[config.mk]
export PLATFORM = sky130hd
export DESIGN_NAME = bseq_top
export DESIGN_NICKNAME = d
export VERILOG_FILES = /design/src/rtl/bseq_pkg.sv /design/src/rtl/bseq_decode.sv /design/src/rtl/bseq_addr_step.sv /design/src/rtl/bseq_top.sv
export SDC_FILE = /design/constraint.sdc
export NUM_CORES = 1
export LEC_CHECK = 0
export ABC_AREA = 0
export BUFFER_PORTS_ARGS = -buffer_cell sky130_fd_sc_hd__buf_2
export CAP_MARGIN = 20
export CORE_UTILIZATION = 35
export DETAILED_ROUTE_END_ITERATION = 6
export HOLD_SLACK_MARGIN = 0.02
export PLACE_DENSITY_LB_ADDON = 0.12
export RECOVER_POWER = 100
export SKIP_LAST_GASP = 1
export SLEW_MARGIN = 30
export SYNTH_ARGS = -nofsm -noshare
export SYNTH_HDL_FRONTEND = slang
export SYNTH_HIERARCHICAL = 1
export SYNTH_SLANG_ARGS = --single-unit
[constraint.sdc]
create_clock -name clk -period 3.1 [get_ports clk]
set_clock_uncertainty 0.2 [all_clocks]
set_input_delay 0.155 -clock clk [delete_from_list [all_inputs] [get_ports clk]]
set_output_delay 0.155 -clock clk [all_outputs]
set_load 0.01 [all_outputs]
[src/rtl/bseq_pkg.sv]
package bseq_pkg;

    localparam int BEAT_BYTES = 4;
    localparam int BEAT_LG    = $clog2(BEAT_BYTES);

    typedef enum logic [1:0] {
        TR_IDLE   = 2'd0,
        TR_BUSY   = 2'd1,
        TR_NONSEQ = 2'd2,
        TR_SEQ    = 2'd3
    } trans_e;

    typedef enum logic [2:0] {
        BU_SINGLE = 3'd0,
        BU_INCR   = 3'd1,
        BU_WRAP4  = 3'd2,
        BU_INCR4  = 3'd3,
        BU_WRAP8  = 3'd4,
        BU_INCR8  = 3'd5,
        BU_WRAP16 = 3'd6,
        BU_INCR16 = 3'd7
    } burst_e;

endpackage

[src/rtl/bseq_decode.sv]
// Turns a burst code into a beat count and the wrap / open-ended flags.
module bseq_decode #(
    parameter int CNT_W = 5
) (
    input  logic [2:0]       burst,
    output logic [CNT_W-1:0] beats,
    output logic             is_wrap,
    output logic             is_open
);
    always_comb begin
        is_open = (burst == 3'd1);
        is_wrap = (burst[2:1] != 2'd0) && !burst[0];
        if (burst == 3'd0) begin
            beats = CNT_W'(1);
        end else if (burst == 3'd1) begin
            beats = '0;
        end else begin
            // pairs 2/3, 4/5, 6/7 give 4, 8, 16 beats
            beats = CNT_W'(1) << ({1'b0, burst[2:1]} + 3'd1);
        end
    end
endmodule

[src/rtl/bseq_addr_step.sv]
// Address of the beat after the current one, incrementing or wrapping.
module bseq_addr_step
    import bseq_pkg::*;
#(
    parameter int ADDR_W = 32,
    parameter int CNT_W  = 5
) (
    input  logic [ADDR_W-1:0] addr,
    input  logic [CNT_W-1:0]  beats,
    input  logic              is_wrap,
    output logic [ADDR_W-1:0] next_addr
);
    logic [ADDR_W-1:0] span;
    logic [ADDR_W-1:0] mask;
    logic [ADDR_W-1:0] inc;

    always_comb begin
        span = ADDR_W'(beats) << BEAT_LG;
        mask = span - ADDR_W'(1);
        inc  = addr + ADDR_W'(BEAT_BYTES);
        if (is_wrap) begin
            next_addr = (addr & ~mask) | (inc & mask);
        end else begin
            next_addr = inc;
        end
    end
endmodule

[src/rtl/bseq_top.sv]
module bseq_top
    import bseq_pkg::*;
#(
    parameter int ADDR_W = 32,
    parameter int CNT_W  = 5
) (
    input  logic              clk,
    input  logic              rst_n,
    input  logic              req_valid,
    input  logic [ADDR_W-1:0] req_addr,
    input  logic              req_write,
    input  logic [2:0]        req_burst,
    output logic              req_ready,
    input  logic              incr_more,
    input  logic              src_ready,
    input  logic              hready,
    input  logic              hresp,
    output logic [1:0]        htrans,
    output logic [ADDR_W-1:0] haddr,
    output logic              hwrite,
    output logic [2:0]        hburst,
    output logic [2:0]        hsize,
    output logic              err_o
);
    typedef struct packed {
        trans_e            trans;
        logic [ADDR_W-1:0] addr;
        logic              write;
        logic [2:0]        burst;
        logic [CNT_W-1:0]  left;   // beats still to show after the current one
        logic              err;
    } st_t;

    st_t st_q, st_d;

    logic [CNT_W-1:0]  new_beats, cur_beats;
    logic              new_wrap, new_open, cur_wrap, cur_open;
    logic [ADDR_W-1:0] step_addr;
    logic              more_beats;
    logic              take;

    bseq_decode #(.CNT_W(CNT_W)) u_dec_req (
        .burst   (req_burst),
        .beats   (new_beats),
        .is_wrap (new_wrap),
        .is_open (new_open)
    );

    bseq_decode #(.CNT_W(CNT_W)) u_dec_cur (
        .burst   (st_q.burst),
        .beats   (cur_beats),
        .is_wrap (cur_wrap),
        .is_open (cur_open)
    );

    bseq_addr_step #(.ADDR_W(ADDR_W), .CNT_W(CNT_W)) u_step (
        .addr      (st_q.addr),
        .beats     (cur_beats),
        .is_wrap   (cur_wrap),
        .next_addr (step_addr)
    );

    assign more_beats = cur_open ? incr_more : (st_q.left != '0);

    always_comb begin
        st_d     = st_q;
        st_d.err = 1'b0;
        take     = 1'b0;
        if (hready) begin
            if (hresp) begin
                st_d.trans = TR_IDLE;
                st_d.err   = 1'b1;
            end else begin
                unique case (st_q.trans)
                    TR_NONSEQ, TR_SEQ: begin
                        if (more_beats) begin
                            st_d.addr  = step_addr;
                            st_d.trans = src_ready ? TR_SEQ : TR_BUSY;
                            if (!cur_open) begin
                                st_d.left = st_q.left - CNT_W'(1);
                            end
                        end else begin
                            take = 1'b1;
                        end
                    end
                    TR_BUSY: begin
                        if (cur_open && !incr_more) begin
                            take = 1'b1;
                        end else if (src_ready) begin
                            st_d.trans = TR_SEQ;
                        end
                    end
                    default: take = 1'b1;
                endcase
                if (take) begin
                    if (req_valid) begin
                        st_d.trans = TR_NONSEQ;
                        st_d.addr  = req_addr;
                        st_d.write = req_write;
                        st_d.burst = req_burst;
                        st_d.left  = new_open ? '0 : new_beats - CNT_W'(1);
                    end else begin
                        st_d.trans = TR_IDLE;
                    end
                end
            end
        end
    end

    always_ff @(posedge clk or negedge rst_n) begin
        if (!rst_n) begin
            st_q <= '{trans: TR_IDLE, addr: '0, write: 1'b0,
                      burst: 3'd0, left: '0, err: 1'b0};
        end else begin
            st_q <= st_d;
        end
    end

    assign req_ready = take;
    assign htrans    = st_q.trans;
    assign haddr     = st_q.addr;
    assign hwrite    = st_q.write;
    assign hburst    = st_q.burst;
    assign hsize     = 3'(BEAT_LG);
    assign err_o     = st_q.err;

endmodule

Yosys cells after proc, flatten, opt, wreduce, memory -nomap -nowiden
Cells that the tools add are included.
- add/sub/neg operators: 6
- $mul: 0
- divide/modulo/power cells: 0
- order comparisons: 0
- equality and inequality tests: 8
- shift-type cells: 2
- mux-type cells: 29
- bitwise logic cells: 5
- reduce and logical (&&, ||, !) cells: 13
- operators with widths (kind ; number):
    bitwise AND 32 bit ; 2
    two-way mux 32 bit ; 2
    two-way mux 43 bit ; 1
    two-way mux 41 bit ; 1
    two-way mux 5 bit ; 8
    two-way mux 34 bit ; 1
    adder 32 x 3 -> 32 bit (second input constant) ; 1
    inverter 32 bit ; 1
    bitwise OR 32 bit ; 1
    inequality test 4 bit (second input constant) ; 3
    two-way mux 2 bit ; 5
    left shift 1 x 3 -> 5 bit (first input constant) ; 2
    subtractor 5 x 1 -> 5 bit (second input constant) ; 2
    two-way mux 1 bit ; 9
    subtractor 7 x 1 -> 8 bit (second input constant) ; 1
    adder 2 x 1 -> 3 bit (second input constant) ; 2
    == test 3 x 1 -> 1 bit (second input constant) ; 2
    logical NOT 3 bit ; 2
    AND reduction 5 bit ; 1
    nonzero test 5 bit ; 1
    == test 2 bit (second input constant) ; 2
    one-hot mux 2 bit (2 select lines) ; 1
    AND reduction 4 bit ; 1
    nonzero test 4 bit ; 1
    other kinds (8) ; 10
- register bits: 44
- bits in latches: 0
- memory bits (writable): 0
- bits in read-only memories: 0
- input port bits: 43
- output and inout port bits: 43
- logic and storage cells: 69
- memories: 0

Longest topological paths before layout
Gate-level depths: netlist of run 1.
- word-level depth: 14
- gate-level depth with buffers: 9
- depth with buffers taken out: 9

Hierarchy
Netlist of run 1, hierarchy kept.
- modules (own cells, without submodules) (module ; times used ; cells an instance ; area each (sq um) ; sequential area each (sq um)):
    bseq_top ; 1 ; 232 ; 2565.0 ; 1101.1
    bseq_addr_step ; 1 ; 114 ; 795.8 ; 0.0
    bseq_decode ; 2 ; 8 ; 53.8 ; 0.0

Worst setup path before layout of run 1
OpenSTA, ideal clock, no wires.
- path type: register -> register
- start: register st_q (netlist bit hburst[2])
- end: register st_q (netlist bit haddr[30])
- library setup time: 126 ps
- arrival: 2296 ps
- data required time: 2774 ps
- path slack: 478 ps
- stages on the path, launching flop included: 8
- path buffers: 0
- period minus slack after synthesis: 2622 ps
- path through: dfrtp_1 -> nor2b_1 -> or4_4 -> a2bb2oi_2 -> or4_4 -> xnor2_2 -> and2_0 -> a221o_1
- longest elaborated chain between the ends: 13
- elaborated cells on any way between the ends: 25
- those cells by class: 2 x add/sub; 1 x eq/ne; 1 x shift; 13 x mux; 4 x bitwise; 4 x reduce/logical
- RTL lines (element ; RTL line ; RTL):
    start, declared ; bseq_top.sv:34 ; st_t st_q, st_d;
    start signal, assigned ; bseq_top.sv:112 ; st_q <= '{trans: TR_IDLE, addr: '0, write: 1'b0,
    start signal, assigned ; bseq_top.sv:115 ; st_q <= st_d;
    adder 2 x 1 -> 3 bit ; bseq_decode.sv:19 ; beats = CNT_W'(1) << ({1'b0, burst[2:1]} + 3'd1);
    left shift 1 x 3 -> 5 bit ; bseq_decode.sv:19 ;
    two-way mux 5 bit ; bseq_decode.sv:15 ; end else if (burst == 3'd1) begin
    two-way mux 5 bit * ; bseq_decode.sv:13 ; if (burst == 3'd0) begin
    named net cur_beats[3] ; bseq_top.sv:36 ; logic [CNT_W-1:0] new_beats, cur_beats;
    subtractor 7 x 1 -> 8 bit * ; bseq_addr_step.sv:19 ; mask = span - ADDR_W'(1);
    inverter 32 bit ; bseq_addr_step.sv:22 ; next_addr = (addr & ~mask) | (inc & mask);
    bitwise AND 32 bit ; bseq_addr_step.sv:22 ;
    bitwise OR 32 bit * ; bseq_addr_step.sv:22 ;
    two-way mux 32 bit * ; bseq_addr_step.sv:21 ; if (is_wrap) begin
    named net step_addr[30] ; bseq_top.sv:38 ; logic [ADDR_W-1:0] step_addr;
    two-way mux 34 bit * ; bseq_top.sv:76 ; if (more_beats) begin
    two-way mux 32 bit * ; bseq_top.sv:74 ; unique case (st_q.trans)
    two-way mux 41 bit ; bseq_top.sv:96 ; if (req_valid) begin
    two-way mux 43 bit * ; bseq_top.sv:95 ; if (take) begin
The timed path passes the listed nets; every way through them passes the cells marked *. The select of a mux whose other input is x is not followed.
A chain may end at the register's enable or synchronous reset.

Worst setup path in the final report of run 1
Same ends and word-level chain as after synthesis.

==> results of run 1 <==
[per-stage QoR]
step	worst slack (ps)	power [mW]	cell area [sq um]
6_report	273	2.91	4080
5_1_grt	98.1	3.16	4080
4_1_cts	299	3.01	4160
3_5_place_dp	302	2.50	3650
3_3_place_gp	369	2.48	3650
2_1_floorplan	478	2.32	3460
[area by class of cell]
class                           instances  area (sq um)  share of cell area
Tap cell                              129           161              0.0395
Clock inverter                          2          35.0             0.00858
Multi-Input combinational cell        249          1870               0.457
Timing Repair Buffer                  129           806               0.197
Sequential cell                        44          1100               0.270
Clock buffer                            6          72.6              0.0178
Inverter                               11          41.3              0.0101
[routing by layer]
layer	share of wire	vias to the layer above
li1	-	1426
met1	0.51	1383
met2	0.45	68
met3	0.029	5
met4	0.0091	0
met5	0	-
[worst register-to-register path: stages (launching register included)]
cell,delay (ps)
sky130_fd_sc_hd__dfrtp_1,460
sky130_fd_sc_hd__nor2b_1,190
sky130_fd_sc_hd__or4_4,540
sky130_fd_sc_hd__a2bb2oi_2,200
sky130_fd_sc_hd__or4_1,600
sky130_fd_sc_hd__xnor2_2,150
sky130_fd_sc_hd__and2_0,140
sky130_fd_sc_hd__a221o_1,250
[power by group through the flow]
stage / sequential, mW / clock (mW) / combinational [mW]
2_1_floorplan: 1.11 / 0 / 1.20
3_3_place_gp: 1.21 / 0 / 1.28
3_5_place_dp: 1.21 / 0 / 1.28
4_1_cts: 1.21 / 0.475 / 1.32
5_1_grt: 1.28 / 0.500 / 1.38
6_report: 1.22 / 0.455 / 1.24
[cells in the final DEF, fill, tap and decap left out, drive strengths merged, types with 4 or more instances in the layout]
cell type	count
nor2	9
xor2	22
nand3	12
xnor2	11
nand4	7
dlygate4sd3	40
inv	11
ha	4
mux2	5
clkbuf	50
a221o	33
nand2	13
dfrtp	44
conb	5
nand2b	4
nor4	5
nor3b	5
nor3	13
and4	4
o21ai	7
and2	37
nor2b	6
buf	45
and3	6
[final timing paths]
kind | to | slack (ps) | depth (start not counted)
hold / removal | htrans[1] | 190 | 4
setup / recovery | haddr[30] | 270 | 7
max in group asynchronous | st_q[3] | 1560 | 2
setup reg to reg | haddr[30] | 270 | 7
hold reg to reg | haddr[1] | 340 | 1
min in group asynchronous | haddr[3] | 420 | 2
[flip-flops by register name (all words and copies together) (netlist names)]
| signal | flops |
|---|---|
| haddr | 32 |
| st_q | 5 |
| hburst | 3 |
| htrans | 2 |
| err_o | 1 |
| hwrite | 1 |
[repair_timing]
item	4_1_cts	5_1_grt
endpoints found under the hold margin	83	0
hold buffers	40	0
endpoints found under the setup margin	0	0
==> results by group, run 1 <==
Status
  • Status: complete, no violations

STA
  • Sum Neg Setup Slack: 0 ps
  • Total count of hold-check failures in the final report: 0
  • Setup-failing EPs final: 0
  • Crit share post-route: 0.912
  • Pin slew with the least headroom to its limit: 1160 ps
  • Minimum period implied by the final worst setup slack: 2830 ps
  • Slew headroom: 0.225
  • Highest attainable clock frequency: 0.354 GHz
  • Unrepaired setup endpoints after global routing: no
  • Final Hold Slack: 192 ps
  • Number of pins exceeding their max-slew limit in the final report: 0

Floorplanning
  • Die boundary width: 101 microns
  • Initial core utilization: 0.367
  • Number of I/O pins: 86
  • Die outline area: 10300 sq um
  • Number of cell rows: 35
  • Placeable core region: 9420 sq um
  • Die span in y: 101 microns

Placement
  • Quantity of I/O buffers inserted on ports: 82
  • Detail Placement HPWL: 6000 microns
  • Count of placed standard cells including taps: 522
  • Gp weighted congestion: 0.888

Clock tree
  • Number of levels in the clock H-tree: 2
  • CTS max path bufs: 2
  • Setup bufs post-CTS: 0
  • CTS sink count: 44
  • CTS tree: done
  • Number of buffers created by CTS: 5
  • Resize count post-CTS: 0
  • Clock slew at reported path FFs: 90 ps
  • Skew-Pair Late Insertion Delay: 300 ps
  • Root buffer cell: sky130_fd_sc_hd__clkbuf_8

Pwr
  • Worst vdd rail ir drop: 284 uV
  • Sw Ratio: 0.422
  • Switching power of the nets: 1.23 mW
  • Sequential power share: 0.418
  • Cell-internal power: 1.68 mW
  • Clock group share of total power: 0.156
  • Part of the total power dissipated in combinational logic: 0.426
  • Cell area power density: 713 nW/um^2
  • Leakage Power: 1.71 nW

Route
  • DRC errors left: 0
  • Final routed wire length divided by cell count: 15.4 microns
  • Total via count in the routed design: 2882
  • Post-route antenna net violation count: 0
  • Via-to-Cell Ratio: 5.06
  • DRT Wirelength: 8770 microns
  • Number of DRC markers after the initial detailed-route iteration: 123
  • Count of TritonRoute iterations in the first routing pass: 4

GRT
  • Met2 Usage GRT: 0.286
  • Fraction of met3 tracks used by global routing: 0.0242
  • Overall global routing resource usage: 0.177
  • Vias in the first global route: 2726
  • Routing layer with the top usage in global route: met2
  • Antenna violations before repair: 0
  • Fraction of met1 tracks used by global routing: 0.250
  • Remaining Overflow, GRT: 0
  • Wire length of the first global-routing pass: 14200 microns
  • Pin count of the biggest net entering global routing: 45

Setup path
  • Startpoint type of the worst setup path: flop
  • Classification of the worst setup path: flop to flop
  • Data required time at the worst endpoint: 3090 ps
  • Crit end category: flop
  • Gate family responsible for the most delay along the worst path: simple AND/OR/NAND/NOR gates
  • Largest driver fanout on the critical path: 9
  • Data arrival time of the critical path: 2820 ps
  • Worst path bufs/invs: 0
  • Maximum cell stage delay along the critical path: 590 ps
  • Chain of cells forming the critical path: nor2b_1 -> or4_4 -> a2bb2oi_2 -> or4_1 -> xnor2_2 -> and2_0 -> a221o_1
  • Reg-to-reg startpoint: hburst[2]
  • Slowest stage cell, crit path: sky130_fd_sc_hd__or4_1
  • Crit path launch: hburst[2]

Synthesis
  • Post-Synthesis Cells: 361
  • Number of warning messages in the yosys log: 6
  • Netlist Area Pre-Place: 3460 sq um
  • Mean cell area of the mapped netlist: 9.58 sq um

Min path
  • Worst Hold Class: primary input to flop
  • Hold path start: req_valid

Layout
  • Diode insertion count for antenna repair: 0
  • Share of layout cells above drive strength 1: 0.175
  • Final nets: 487
  • Area added between synthesis and finish: 18.1%
  • Final Core Density: 0.434
  • Final cell count without fillers: 570
  • Number of filler instances in the final layout: 957

Flow run
  • Max_cap viols: 0
(Power assumes the default switching activity.)
==> inputs of run 2 (changes only) <==
==> constraint.sdc (replaced) <==
create_clock -name clk -period 3.2 [get_ports clk]
set_clock_uncertainty 0.2 [all_clocks]
set_input_delay 0.16 -clock clk [delete_from_list [all_inputs] [get_ports clk]]
set_output_delay 0.16 -clock clk [all_outputs]
set_load 0.01 [all_outputs]
==> results by group, run 2 (synthesis results as in run 1) <==
Floorplanning
  • Die outline area: 10300 sq um (unchanged)
  • Number of I/O pins: 86 (unchanged)
  • Die boundary width: 101 microns (unchanged)
  • Die span in y: 101 microns (unchanged)
  • Placeable core region: 9420 sq um (unchanged)
  • Initial core utilization: 0.367 (unchanged)
  • Number of cell rows: 35 (unchanged)

Min path
  • WHS Path Cells: 4 (unchanged)
  • Worst Hold Class: primary input to flop (unchanged)

Pwr
  • Part of the total power dissipated in combinational logic: 0.434 (was 0.426)
  • Sw Ratio: 0.428 (was 0.422)
  • Leakage Power: 1.69 nW (was 1.71 nW)
  • Switching power of the nets: 1.17 mW (was 1.23 mW)
  • Worst vdd rail ir drop: 231 uV (was 284 uV)
  • Sequential power share: 0.429 (was 0.418)
  • Cell-internal power: 1.56 mW (was 1.68 mW)
  • Overall power of the completed layout: 2.74 mW (was 2.91 mW)
  • Clock group share of total power: 0.137 (was 0.156)
  • Cell area power density: 675 nW/um^2 (was 713 nW/um^2)

Route
  • DRT Wirelength: 8580 microns (was 8770 microns)
  • Number of DRC markers after the initial detailed-route iteration: 86 (was 123)
  • Count of TritonRoute iterations in the first routing pass: 4 (unchanged)
  • Via-to-Cell Ratio: 5.11 (was 5.06)
  • Final routed wire length divided by cell count: 15.1 microns (was 15.4 microns)
  • DRC errors left: 0 (unchanged)
  • Post-route antenna net violation count: 0 (unchanged)
  • Total via count in the routed design: 2903 (was 2882)

Clock tree
  • Number of levels in the clock H-tree: 2 (unchanged)
  • CTS tree: done (unchanged)
  • Resize count post-CTS: 0 (unchanged)
  • CTS sink count: 44 (unchanged)
  • Number of buffers created by CTS: 5 (unchanged)
  • Skew-Pair Late Insertion Delay: 300 ps (about the same)
  • Setup bufs post-CTS: 0 (unchanged)
  • Clock slew at reported path FFs: 90 ps (about the same)
  • Root buffer cell: sky130_fd_sc_hd__clkbuf_8 (unchanged)
  • CTS max path bufs: 2 (unchanged)

Setup path
  • Startpoint type of the worst setup path: flop (unchanged)
  • Worst r2r path cells: 7 (unchanged)
  • Data required time at the worst endpoint: 3180 ps (was 3090 ps)
  • Largest driver fanout on the critical path: 37 (was 9)
  • Crit end category: flop (unchanged)
  • FF-to-FF setup slack: 280 ps (was 270 ps)
  • Data arrival time of the critical path: 2910 ps (was 2820 ps)
  • Classification of the worst setup path: flop to flop (unchanged)

STA
  • Sum Neg Setup Slack: 0 ps (unchanged)
  • Crit share post-route: 0.914 (was 0.912)
  • Minimum period implied by the final worst setup slack: 2920 ps (was 2830 ps)
  • Number of pins exceeding their max-slew limit in the final report: 0 (unchanged)
  • Setup-failing EPs final: 0 (unchanged)
  • Total count of hold-check failures in the final report: 0 (unchanged)
  • Highest attainable clock frequency: 0.342 GHz (was 0.354 GHz)
  • Pin slew with the least headroom to its limit: 1150 ps (was 1160 ps)
  • Slew headroom: 0.234 (was 0.225)
  • Unrepaired setup endpoints after global routing: no (unchanged)

Layout
  • Commonest non-fill, non-tap cells in the layout: 44 x sky130_fd_sc_hd__dfrtp_1, 42 x sky130_fd_sc_hd__clkbuf_1, 40 x sky130_fd_sc_hd__dlygate4sd3_1, 40 x sky130_fd_sc_hd__buf_2, 33 x sky130_fd_sc_hd__a221o_1 (was 44 x sky130_fd_sc_hd__dfrtp_1, 43 x sky130_fd_sc_hd__clkbuf_1, 41 x sky130_fd_sc_hd__buf_2, 40 x sky130_fd_sc_hd__dlygate4sd3_1, 33 x sky130_fd_sc_hd__a221o_1)
  • Number of flip-flops under the largest register name: 32 (unchanged)
  • Diode insertion count for antenna repair: 0 (unchanged)
  • Commonest non-fill, non-tap cell in the layout: sky130_fd_sc_hd__dfrtp_1 (unchanged)
  • Area added between synthesis and finish: 17.2% (was 18.1%)
  • Share of layout cells above drive strength 1: 0.173 (was 0.175)
  • Number of filler instances in the final layout: 1006 (was 957)
  • Final nets: 485 (was 487)

Flow run
  • Max_cap viols: 0 (unchanged)

GRT
  • Pin count of the biggest net entering global routing: 45 (unchanged)
  • Wire length of the first global-routing pass: 14400 microns (was 14200 microns)
  • Remaining Overflow, GRT: 0 (unchanged)
  • Antenna violations before repair: 0 (unchanged)
  • Vias in the first global route: 2884 (was 2726)
  • Overall global routing resource usage: 0.177 (about the same)

Placement
  • Detail Placement HPWL: 5960 microns (was 6000 microns)
  • Quantity of I/O buffers inserted on ports: 82 (unchanged)
  • Gp weighted congestion: 0.884 (was 0.888)

Status
  • Status: complete, no violations (unchanged)
[run 2: changes by cell type in the layout (fill, tap and decap cells not counted), sizes merged]
cell / change
buf: -2
bufinv: -1
clkinv: +1
[run 2: worst paths after layout]
| path | from | to |
|---|---|---|
| min in group asynchronous | rst_n | haddr[3] |
| hold reg to reg | hwrite | hwrite |
| setup reg to reg | hburst[2] | haddr[17] |
| max in group asynchronous | rst_n | htrans[0] |
| hold / removal | req_valid | st_q[4] |
| setup / recovery | hburst[2] | haddr[17] |
[run 2: through the flow]
stage | utilization | setup WS (ps) | hold slack, ps | instances | instance area, sq um
4_1_cts | 0.439 | 357 | 195 | 568 | 4130
3_5_place_dp | 0.386 | 365 | 15.3 | 520 | 3640
6_report | 0.431 | 275 | 211 | 568 | 4050
5_1_grt | 0.431 | 106 | 243 | 568 | 4050
2_1_floorplan | - | 578 | -336 | 362 | 3460
3_3_place_gp | 0.386 | 426 | 191 | 520 | 3630
[run 2: area by class of cell]
| cell class | instances | area [sq um] | share of cell area |
|---|---|---|---|
| inverter | 11 | 41.3 | 0.0102 |
| clock inverter | 2 | 10.0 | 0.00247 |
| tap | 129 | 161 | 0.0398 |
| multi-input combinational | 249 | 1860 | 0.460 |
| clock buffer | 6 | 82.6 | 0.0204 |
| sequential | 44 | 1100 | 0.272 |
| timing repair buffer | 127 | 793 | 0.196 |
[run 2: metal layers]
layer / vias to the layer above / track usage / share of wire
li1: 1426 / - / -
met1: 1382 / 0.244 / 0.50
met2: 84 / 0.289 / 0.45
met3: 11 / 0.0242 / 0.040
met4: 0 / 0.0502 / 0.011
met5: - / 0 / 0
[run 2: power by group through the flow]
stage | Combinational (mW) | Clock [mW] | Sequential, mW
final | 1.19 | 0.374 | 1.17
after global routing | 1.33 | 0.410 | 1.23
after CTS | 1.27 | 0.394 | 1.17
after detailed placement | 1.22 | 0 | 1.18
after global placement | 1.22 | 0 | 1.17
after floorplan | 1.17 | 0 | 1.08
[run 2: repair_timing]
item                                    in CTS  in global routing
hold buffers                                40                  0
hold endpoints to repair                    83                  0
endpoints found under the setup margin       0                  0
[run 2: critical path: stages (launching register included)]
cell                       delay, ps
sky130_fd_sc_hd__dfrtp_1         460
sky130_fd_sc_hd__nor3b_1         230
sky130_fd_sc_hd__clkbuf_1        260
sky130_fd_sc_hd__nor2b_1         190
sky130_fd_sc_hd__a211oi_1        640
sky130_fd_sc_hd__nor3_4           30
sky130_fd_sc_hd__clkbuf_4        350
sky130_fd_sc_hd__a221o_1         430
==> inputs of run 3 (changes only) <==
--- a/config.mk
+++ b/config.mk
@@ -5,7 +5,7 @@
 export SDC_FILE = /design/constraint.sdc
 export NUM_CORES = 1
 export LEC_CHECK = 0
-export ABC_AREA = 0
+export ABC_AREA = 1
 export BUFFER_PORTS_ARGS = -buffer_cell sky130_fd_sc_hd__buf_2
 export CAP_MARGIN = 20
 export CORE_UTILIZATION = 35
==> results by group, run 3 <==
Layout
  • Number of flip-flops under the largest register name: 32 (unchanged)
  • Commonest non-fill, non-tap cells in the layout: 240 x sky130_fd_sc_hd__nand2_1, 159 x sky130_fd_sc_hd__inv_1, 88 x sky130_fd_sc_hd__nor2_1, 48 x sky130_fd_sc_hd__nand4_1, 44 x sky130_fd_sc_hd__dfrtp_1 (was 44 x sky130_fd_sc_hd__dfrtp_1, 42 x sky130_fd_sc_hd__clkbuf_1, 40 x sky130_fd_sc_hd__dlygate4sd3_1, 40 x sky130_fd_sc_hd__buf_2, 33 x sky130_fd_sc_hd__a221o_1)
  • Commonest non-fill, non-tap cell in the layout: sky130_fd_sc_hd__nand2_1 (was sky130_fd_sc_hd__dfrtp_1)
  • Share of layout cells above drive strength 1: 0.110 (was 0.173)
  • Area added between synthesis and finish: 7.64% (was 17.2%)
  • Diode insertion count for antenna repair: 0 (unchanged)
  • Number of filler instances in the final layout: 1519 (was 1006)
  • Final nets: 865 (was 485)

STA
  • Pin slew with the least headroom to its limit: 1880 ps (was 1150 ps)
  • Minimum period implied by the final worst setup slack: 2820 ps (was 2920 ps)
  • Highest attainable clock frequency: 0.354 GHz (was 0.342 GHz)
  • Slew headroom: -0.255 (was 0.234)
  • Number of pins exceeding their max-slew limit in the final report: 31 (was 0)
  • Setup-failing EPs final: 0 (unchanged)
  • Total count of hold-check failures in the final report: 0 (unchanged)
  • Sum Neg Setup Slack: 0 ps (unchanged)
  • Crit share post-route: 0.882 (was 0.914)
  • Unrepaired setup endpoints after global routing: no (unchanged)

Pwr
  • Worst vdd rail ir drop: 279 uV (was 231 uV)
  • Sw Ratio: 0.511 (was 0.428)
  • Sequential power share: 0.297 (was 0.429)
  • Leakage Power: 2.82 nW (was 1.69 nW)
  • Overall power of the completed layout: 4.09 mW (was 2.74 mW)
  • Clock group share of total power: 0.159 (was 0.137)
  • Part of the total power dissipated in combinational logic: 0.544 (was 0.434)
  • Switching power of the nets: 2.09 mW (was 1.17 mW)
  • Cell-internal power: 2.00 mW (was 1.56 mW)
  • Cell area power density: 805 nW/um^2 (was 675 nW/um^2)

Floorplanning
  • Number of I/O pins: 86 (unchanged)
  • Placeable core region: 13200 sq um (was 9420 sq um)
  • Die boundary width: 118 microns (was 101 microns)
  • Die outline area: 13900 sq um (was 10300 sq um)
  • Die span in y: 118 microns (was 101 microns)
  • Number of cell rows: 42 (was 35)
  • Initial core utilization: 0.357 (was 0.367)

Setup path
  • Reg-to-reg startpoint: hburst[1] (was hburst[2])
  • Worst r2r path cells: 10 (was 7)
  • Startpoint type of the worst setup path: flop (unchanged)
  • Largest driver fanout on the critical path: 37 (unchanged)
  • Crit end category: flop (unchanged)
  • Data required time at the worst endpoint: 3180 ps (about the same)
  • Classification of the worst setup path: flop to flop (unchanged)
  • FF-to-FF setup slack: 380 ps (was 280 ps)
  • Data arrival time of the critical path: 2810 ps (was 2910 ps)
  • Worst flop-to-flop path endpoint: htrans[0] (was haddr[17])

GRT
  • Wire length of the first global-routing pass: 21300 microns (was 14400 microns)
  • Vias in the first global route: 4308 (was 2884)
  • Overall global routing resource usage: 0.191 (was 0.177)
  • Antenna violations before repair: 0 (unchanged)
  • Pin count of the biggest net entering global routing: 41 (was 45)
  • Remaining Overflow, GRT: 0 (unchanged)

Route
  • Number of DRC markers after the initial detailed-route iteration: 185 (was 86)
  • Via-to-Cell Ratio: 4.54 (was 5.11)
  • Post-route antenna net violation count: 0 (unchanged)
  • DRC errors left: 0 (unchanged)
  • DRT Wirelength: 12700 microns (was 8580 microns)
  • Count of TritonRoute iterations in the first routing pass: 5 (was 4)
  • Final routed wire length divided by cell count: 12.7 microns (was 15.1 microns)
  • Total via count in the routed design: 4519 (was 2903)

Clock tree
  • Number of buffers created by CTS: 5 (unchanged)
  • CTS tree: done (unchanged)
  • Hold buffer count at CTS: 10 (was 40)
  • Number of levels in the clock H-tree: 2 (unchanged)
  • Skew-Pair Late Insertion Delay: 300 ps (about the same)
  • Root buffer cell: sky130_fd_sc_hd__clkbuf_16 (was sky130_fd_sc_hd__clkbuf_8)
  • Setup bufs post-CTS: 0 (unchanged)
  • Resize count post-CTS: 0 (unchanged)
  • CTS sink count: 44 (unchanged)
  • CTS max path bufs: 2 (unchanged)
  • Clock slew at reported path FFs: 70 ps (was 90 ps)

Min path
  • Hold path start: req_addr[10] (was req_valid)
  • Hold path endpoint: haddr[10] (was st_q[4])
  • WHS Path Cells: 7 (was 4)
  • Worst Hold Class: primary input to flop (unchanged)

Status
  • Status: finished with violations (was complete, no violations)
  • Violated checks: max-capacitance violations, max-slew violations

Placement
  • Detail Placement HPWL: 8960 microns (was 5960 microns)
  • Quantity of I/O buffers inserted on ports: 82 (unchanged)
  • Gp weighted congestion: 0.866 (was 0.884)

Synthesis
  • Netlist Area Pre-Place: 4710 sq um (was 3460 sq um)
  • Post-Synthesis Cells: 784 (was 361)
  • Mean cell area of the mapped netlist: 6.01 sq um (was 9.58 sq um)
  • Number of warning messages in the yosys log: 6 (unchanged)

Flow run
  • Max_cap viols: 1 (was 0)
## run 3: final cells by class
| class | count | area, sq um | share of cell area |
|---|---|---|---|
| inverter | 163 | 612 | 0.121 |
| tap | 176 | 220 | 0.0434 |
| sequential | 44 | 1100 | 0.217 |
| clock buffer | 7 | 153 | 0.0301 |
| clock inverter | 1 | 30.0 | 0.00592 |
| timing repair buffer | 98 | 500 | 0.0986 |
| multi-input combinational | 506 | 2460 | 0.484 |
## run 3: worst max-delay path: stages (launching register included)
cell	delay [ps]
sky130_fd_sc_hd__dfrtp_1	430
sky130_fd_sc_hd__inv_1	110
sky130_fd_sc_hd__nand2_1	50
sky130_fd_sc_hd__nor2_1	180
sky130_fd_sc_hd__nand2_1	190
sky130_fd_sc_hd__nand3_1	180
sky130_fd_sc_hd__buf_4	430
sky130_fd_sc_hd__o31ai_1	190
sky130_fd_sc_hd__nand2_1	90
sky130_fd_sc_hd__o21ai_0	70
sky130_fd_sc_hd__dlygate4sd3_1	570
## run 3: routing by layer
layer | routed length [microns] | vias to the layer above | global-route usage
met2 | 5980 | 77 | 0.322
li1 | - | 2384 | -
met1 | 6170 | 2049 | 0.250
met5 | 0 | - | 0
met3 | 342 | 9 | 0.0286
met4 | 155 | 0 | 0.0585
## run 3: per-stage QoR
stage	utilization	instance area (sq um)	std cells	setup WS (ps)	hold WS (ps)
2_1_floorplan	-	4720	785	1290	-336
3_3_place_gp	0.369	4870	977	800	95.7
5_1_grt	0.385	5070	995	119	78.7
6_report	0.385	5070	995	377	41.1
3_5_place_dp	0.369	4870	977	749	93.2
4_1_cts	0.390	5150	995	444	27.2
## run 3: worst max-delay path by stage
stage          startpoint  depth (start not counted)         to
3_5_place_dp    hburst[1]                          9  haddr[27]
4_1_cts         hburst[1]                         10  htrans[0]
6_report        hburst[1]                         10  htrans[0]
2_1_floorplan   hburst[2]                         19   haddr[6]
3_3_place_gp    hburst[1]                          8    st_q[1]
5_1_grt         hburst[1]                         10  htrans[0]
## run 3: power by group through the flow
stage / Sequential [mW] / Clock [mW] / Combinational [mW]
6_report: 1.21 / 0.651 / 2.22
5_1_grt: 1.27 / 0.692 / 2.54
4_1_cts: 1.21 / 0.673 / 2.30
3_5_place_dp: 1.22 / 0 / 2.28
3_3_place_gp: 1.21 / 0 / 2.26
2_1_floorplan: 1.09 / 0 / 2.08
